File: config.mk
export PLATFORM = sky130hd
export DESIGN_NAME = sweep_rate_divider
export DESIGN_NICKNAME = d
export VERILOG_FILES = /design/src/rtl/sweep_div_pkg.sv /design/src/rtl/sweep_frac_prescaler.sv /design/src/rtl/sweep_decade.sv /design/src/rtl/sweep_rate_select.sv /design/src/rtl/sweep_rate_divider.sv
export SDC_FILE = /design/constraint.sdc
export NUM_CORES = 1
export LEC_CHECK = 0
export BUFFER_PORTS_ARGS = -buffer_cell sky130_fd_sc_hd__buf_2
export CORE_AREA = 2 2 56 58
export DETAILED_ROUTE_END_ITERATION = 8
export DIE_AREA = 0 0 58 60
export PLACE_DENSITY = 0.73
export REMOVE_ABC_BUFFERS = 1
export SYNTH_ARGS = -nofsm -noshare
export SYNTH_HDL_FRONTEND = slang
export SYNTH_SLANG_ARGS = --single-unit
File: constraint.sdc
create_clock -name clk -period 3.2 [get_ports clk]
set_input_delay 0.64 -clock clk [delete_from_list [all_inputs] [get_ports clk]]
set_output_delay 0.64 -clock clk [all_outputs]
set_load 0.01 [all_outputs]
File: src/rtl/sweep_div_pkg.sv
package sweep_div_pkg;
   // positions of the three rate taps every decade level provides
   localparam int TAP_UNIT  = 0;
   localparam int TAP_HALF  = 1;
   localparam int TAP_FIFTH = 2;
   localparam int TAPS_PER_LEVEL = 3;

   function automatic int rate_total(input int levels);
      return TAPS_PER_LEVEL * levels;
   endfunction
endpackage

File: src/rtl/sweep_frac_prescaler.sv
// Fractional prescaler: an odd-modulus counter whose lowest bit is the enable.
// With MOD=5 this yields two enables per five cycles (divide by 2.5).
module sweep_frac_prescaler #(
   parameter int MOD = 5
) (
   input  logic clk,
   input  logic rst,
   output logic pulse_o
);
   localparam int CW = $clog2(MOD);

   if (MOD < 3 || (MOD % 2) == 0) begin : g_bad_mod
      $error("prescaler modulus must be odd and at least 3");
   end

   logic [CW-1:0] cnt_q;

   always_ff @(posedge clk) begin
      if (rst)
         cnt_q <= '0;
      else if (cnt_q == CW'(MOD - 1))
         cnt_q <= '0;
      else
         cnt_q <= cnt_q + CW'(1);
   end

   // odd modulus => the wrap state is even, so two high states never touch
   assign pulse_o = cnt_q[0];
endmodule

File: src/rtl/sweep_decade.sv
// One decade level: counts incoming enables and taps unit, half and fifth rates.
module sweep_decade #(
   parameter int RADIX = 10,
   parameter int DIV_A = 2,
   parameter int DIV_B = 5
) (
   input  logic       clk,
   input  logic       rst,
   input  logic       step_i,
   output logic [2:0] taps_o,
   output logic       carry_o
);
   import sweep_div_pkg::*;
   localparam int CW = $clog2(RADIX);

   if ((RADIX % DIV_A) != 0 || (RADIX % DIV_B) != 0) begin : g_bad_div
      $error("decade tap divisors must divide the radix");
   end

   logic [CW-1:0] cnt_q;

   always_ff @(posedge clk) begin
      if (rst)
         cnt_q <= '0;
      else if (step_i) begin
         if (cnt_q == CW'(RADIX - 1))
            cnt_q <= '0;
         else
            cnt_q <= cnt_q + CW'(1);
      end
   end

   assign taps_o[TAP_UNIT]  = step_i;
   assign taps_o[TAP_HALF]  = step_i && ((cnt_q % CW'(DIV_A)) == CW'(DIV_A - 1));
   assign taps_o[TAP_FIFTH] = step_i && ((cnt_q % CW'(DIV_B)) == CW'(DIV_B - 1));
   assign carry_o           = step_i && (cnt_q == CW'(RADIX - 1));
endmodule

File: src/rtl/sweep_rate_select.sv
// Holds the active select code; a new code is adopted only on an output pulse.
module sweep_rate_select #(
   parameter int NUM_RATES = 12,
   parameter int SEL_W     = 4
) (
   input  logic                 clk,
   input  logic                 rst,
   input  logic [SEL_W-1:0]     sel_i,
   input  logic [NUM_RATES-1:0] taps_i,
   output logic [SEL_W-1:0]     act_sel_o,
   output logic                 pulse_o
);
   localparam logic [SEL_W-1:0] TOP_SEL = SEL_W'(NUM_RATES - 1);

   logic [SEL_W-1:0] req_sel;
   logic [SEL_W-1:0] act_q;

   assign req_sel = (sel_i > TOP_SEL) ? TOP_SEL : sel_i;

   always_ff @(posedge clk) begin
      if (rst)
         act_q <= req_sel;
      else if (pulse_o)
         act_q <= req_sel;
   end

   assign pulse_o   = taps_i[act_q];
   assign act_sel_o = act_q;
endmodule

File: src/rtl/sweep_rate_divider.sv
module sweep_rate_divider #(
   parameter int LEVELS  = 4,
   parameter int SEL_W   = 4,
   parameter int PRE_MOD = 5
) (
   input  logic             clk,
   input  logic             rst,
   input  logic [SEL_W-1:0] rate_sel,
   output logic             rate_en
);
   import sweep_div_pkg::*;
   localparam int NUM_RATES = rate_total(LEVELS);

   if (LEVELS < 1) begin : g_bad_levels
      $error("at least one decade level is required");
   end
   if (NUM_RATES > (1 << SEL_W)) begin : g_bad_sel
      $error("select width too narrow for the rate count");
   end

   logic                 base_en;
   logic [LEVELS:0]      step;
   logic [NUM_RATES-1:0] taps;
   logic [SEL_W-1:0]     act_sel;
   logic                 unused_tail_carry;

   sweep_frac_prescaler #(.MOD(PRE_MOD)) u_pre (
      .clk     (clk),
      .rst     (rst),
      .pulse_o (base_en)
   );

   assign step[0] = base_en;

   for (genvar l = 0; l < LEVELS; l++) begin : g_level
      sweep_decade u_dec (
         .clk     (clk),
         .rst     (rst),
         .step_i  (step[l]),
         .taps_o  (taps[TAPS_PER_LEVEL*l +: TAPS_PER_LEVEL]),
         .carry_o (step[l+1])
      );
   end

   assign unused_tail_carry = step[LEVELS];

   sweep_rate_select #(.NUM_RATES(NUM_RATES), .SEL_W(SEL_W)) u_sel (
      .clk       (clk),
      .rst       (rst),
      .sel_i     (rate_sel),
      .taps_i    (taps),
      .act_sel_o (act_sel),
      .pulse_o   (rate_en)
   );
endmodule

# After elaboration in Yosys (flattened, before gate mapping)
# Cells that the tools add are included.
op_classes:
  addsub: 5
  div: 4
  magnitude_cmp: 2
  eq_ne: 9
  muxes: 9
  reduce_logical: 13
op_table:
  columns: ["op", "n"]
  rows:
  - ["4-bit two-way mux", 7]
  - ["4-bit by 1-bit adder with 4-bit output (second input constant)", 4]
  - ["4-bit by 3-bit == test with 1-bit output (second input constant)", 4]
  - ["4-bit == test (second input constant)", 4]
  - ["4-bit by 3-bit remainder unit with 4-bit output (second input constant)", 4]
  - ["1-bit logical AND", 11]
  - ["4-bit by 5-bit < comparator with 1-bit output (second input constant)", 1]
  - ["1-bit binary-select mux with 4-bit select", 1]
  - ["4-bit greater-than comparator (second input constant)", 1]
  - ["3-bit by 1-bit adder with 3-bit output (second input constant)", 1]
  - ["3-bit == test (second input constant)", 1]
  - ["2-bit nonzero test", 1]
  - ["2-bit OR reduction", 1]
  - ["1-bit two-way mux", 1]
word_totals:
  register_bits: 23
  input_bits: 6
  output_inout_bits: 1

# Depth between registers and ports, before layout
logic_depth:
  depth_word: 9
  mapped_depth: 8
  depth_no_buf: 7

# Cells and area by module
# From an unflattened synthesis, not the netlist that was laid out.
hier_totals:
  hier_cells: 158
  hier_area_um2: 1462.7
modules_own_cells:
  columns: ["module", "n_inst", "cells_each", "area_each_um2"]
  rows:
  - ["sweep_decade", 4, 30, 264.0]
  - ["sweep_rate_select", 1, 25, 276.5]
  - ["sweep_frac_prescaler", 1, 13, 130.1]

# Least setup slack after synthesis
# Ideal clock, no wire load.
synth_timing:
  path_kind: "register -> output"
  from: "register g_level[3].u_dec.cnt_q[2]"
  to: "output rate_en"
  arrival_ns: 1.824
  required_time_ns: 2.560
  setup_slack_ns: 0.736
  path_stages_with_launch: 8
  path_buffers: 0
  cell_sequence: "dfxtp_1 > inv_1 > ha_1 > nor3b_1 > xnor2_1 > a221oi_1 > or4_1 > nand3_1"
synth_via:
  elab_chain_cells: 5
synth_rtl:
  columns: ["element", "line_no", "text"]
  rows:
  - ["start, declared", "sweep_decade.sv:20", "logic [CW-1:0] cnt_q;"]
  - ["start signal, assigned", "sweep_decade.sv:29", "cnt_q <= cnt_q + CW'(1);"]
  - ["4-bit by 3-bit remainder unit with 4-bit output", "sweep_decade.sv:35", "assign taps_o[TAP_FIFTH] = step_i && ((cnt_q % CW'(DIV_B)) == CW'(DIV_B - 1));"]
  - ["4-bit by 3-bit == test with 1-bit output", "sweep_decade.sv:35", null]
  - ["1-bit logical AND", "sweep_decade.sv:35", null]
  - ["1-bit binary-select mux with 4-bit select", "sweep_rate_select.sv:27", "assign pulse_o = taps_i[act_q];"]
  - ["1-bit two-way mux (implied by the code)", "sweep_rate_select.sv:27", null]
  - ["end, declared", "sweep_rate_divider.sv:9", "output logic rate_en"]
# Every way passes these cells. The select of a mux whose other input is x is not followed.

# Worst setup path in the final report
layout_timing:
  from: "register g_level[3].u_dec.cnt_q[1]"
  to: "output rate_en"
# Same word-level chain as after synthesis.

==> results_dict.tcl <==
set metrics [dict create \
    ir_worst_vdd_mv 0.242 \
    path_delay_family "simple AND/OR/NAND/NOR gates" \
    drive_gt1_share_pct 11.0 \
    synth.avg_cell_area_um2 8.74 \
    core_area_um2 2900 \
    clock_path_buffers 2 \
    finalCritPeriodShare_pct 94.6 \
    cp_num_buf_inv 2 \
    drt-total-wl_um 2850 \
    gp_congestion 0.811 \
    ant_nets 0 \
    synth_top_area_share_pct 24.0 \
    synthArstFlopShare_pct 0 \
    cts.sinks 23 \
    tns_ns 0 \
    finalMaxSlewViolations 0 \
    vias_per_cell 5.84 \
    synth_compound_area_share_pct 19.0 \
    setup_viol 0 \
    fp.dieH_um 60 \
    synth_top_family_by_area "simple AND/OR/NAND/NOR gates" \
    overflow 0 \
    io_buffers 6 \
    syn_inst 181 \
    die-area_um2 3480 \
    cts_tree "yes" \
    cts_buffers 3 \
    power_density_nw_per_um2 313 \
    fin_area_um2 1610 \
    area_delta_synth_final_pct 1.42 \
    final_hold_viol_count 0 \
    h-tree-depth 1 \
    fin_skew_ns 0.00644 \
    yosysTopAreaCell "dfxtp_1" \
    grt_usage_pct 18.1 \
    crit_type "flop to primary output" \
    drt_pass1_iterations 4 \
    crit_path_top_delay_cell "or4_1" \
    grt_pass1_vias 1113 \
    grt_max_degree 20 \
    path_cells "inv_1 -> ha_1 -> nor4_1 -> nor4_1 -> or4_1 -> nand3_1 -> buf_2" \
    critPathMaxFanout 9 \
    yosysSeqAreaShare_pct 31.6 \
    leakagePower_nw 0.607 \
    maxCapViolCount 0 \
    hp-class "primary input to flop" \
    rows 20 \
    drt-wirelength-per-cell_um 13.3 \
    cp.arrival_ns 2.39 \
    layout_commonest_cell "nor2_1" \
    status "finished, final reports clean" \
    cpPeakStageDelay_ns 0.53 \
    ys_warn_count 0 \
    path_clk_slew_ns 0.13 \
    crit_required_ns 2.56 \
    ioPinCount 7 \
    cpMostUsedCell "nor4_1" \
    vias 1255 \
    synthAdderAreaFrac_pct 11.1 \
    fin_nets 203 \
    synth_area_um2 1580 \
    fmax_mhz 330 \
    antenna_cells 0 \
    dpl_cell_area_um2 1580 \
    synthXorXnorAreaFrac_pct 5.53 \
    clkLatencyLatePin_ns 0.32 \
    die_w_um 58 \
    ys.flop_type "dfxtp_1" \
    drtIter0Drc 31 \
    startpoint_type "flop" \
    relSlewSlack_pct 71.9 \
    grt_pass1_wl_um 4850 \
    root_buffer "clkbuf_4" \
    final.min_clock_period_ns 3.03 \
    yosysUniqueCellTypes 50 \
    fillCellCount 244 \
    end_kind "primary output" \
    synthTopCellsByArea "dfxtp_1 (24%), ha_1 (11%), edfxtp_1 (7.6%)" \
    antenna_found_initial 0 \
    synthMuxAreaShare_pct 1.26 \
    remaining_drc_errors 0 \
    layout_common_cells "nor2_1 (20), dfxtp_1 (17), inv_1 (14), a21oi_1 (14), ha_1 (14)" \
    ys_ff_latch 23 \
    synth-simple-area-share_pct 22.6 \
    tightest_slew_ns 0.411 \
    dp_hpwl_um 2080 \
    rsz0062_at_grt "false" \
    synth_edf_count 4 \
    initial_core_util_pct 54.5 \
]
## path summary, 6_finish.rpt
| path | start | endpoint | slack, ns | cells after the start |
|---|---|---|---|---|
| max | g_level[3].u_dec.cnt_q[1] | rate_en | 0.17 | 7 |
| min | rate_sel[3] | u_sel.act_sel_o[3] | 0.53 | 1 |
| max reg2reg | g_level[1].u_dec.cnt_q[1] | u_sel.act_sel_o[0] | 0.83 | 7 |
| min reg2reg | g_level[1].u_dec.cnt_q[3] | g_level[1].u_dec.cnt_q[3] | 0.55 | 2 |
## sequential cells by signal, summed over array words and instances (netlist names)
signal,cells
g_level.u_dec.cnt_q,16
u_sel.act_sel_o,4
u_pre.cnt_q,3
## per-layer routing
metal	track usage (%)	wire [µm]
met1	24.0	1350
met2	29.1	1370
met3	1.95	62
met4	9.63	64
met5	0	0
## where the power goes
group	switching [mW]	total [mW]	internal, mW
Clock	0.0919	0.141	0.0488
Combinational	0.0236	0.0438	0.0203
Sequential	0.0132	0.318	0.305
Total	0.129	0.503	0.374
## kinds of logic (layout without fill, tap and decap cells)
family,Yosys count,count (layout)
and+or+nand+nor,63,63
adders and majority gates,14,14
xor gates and xnor gates,10,10
DFF,23,23
muxes,2,2
AOI/OAI and AO/OA,44,44
buffers and inverters,25,26
## through the flow
| step | hold WS, ns | cells | util, % | setup WS (ns) | total power, mW |
|---|---|---|---|---|---|
| after floorplan | 0.472 | 171 | - | 0.736 | 0.350 |
| after global placement | 0.511 | 211 | 54.3 | 0.585 | 0.367 |
| after detailed placement | 0.523 | 211 | 54.3 | 0.493 | 0.368 |
| after CTS | 0.527 | 215 | 55.2 | 0.122 | 0.507 |
| after global routing | 0.533 | 215 | 55.3 | 0.0219 | 0.525 |
| final | 0.534 | 215 | 55.3 | 0.174 | 0.503 |
## layout make-up
class / instances / area [µm²] / area share [%]
Sequential cell: 23 / 503 / 31.3
Timing Repair Buffer: 7 / 37.5 / 2.34
Tap cell: 33 / 41.3 / 2.57
Multi-Input combinational cell: 133 / 941 / 58.6
Clock buffer: 4 / 26.3 / 1.64
Inverter: 15 / 56.3 / 3.51
## cells in the mapped netlist (3+ instances only)
cell,count
nor2_1,20
dfxtp_1,19
a21oi_1,14
ha_1,14
inv_1,14
xnor2_1,8
nand2_1,7
a21o_1,5
buf_6,5
nand3_1,5
clkbuf_1,4
edfxtp_1,4
o21ai_0,4
a211oi_1,3
a31oi_1,3
nand2b_1,3
nor3_1,3
o2111ai_1,3
or3_1,3
## worst reg2reg max path: stages (launching register included)
cell      delay, ns
dfxtp_1        0.54
inv_1          0.11
ha_1           0.32
or3b_1         0.35
a21oi_1        0.15
o211ai_1       0.10
a22o_1         0.28
nand4b_1       0.21
## what timing repair did
item | in CTS | in global routing
buffers inserted | 0 | 0
endpoints found under the setup margin | 0 | 1
resized for setup | 0 | 2
hold buffers | 0 | 0
(Power assumes the default switching activity.)
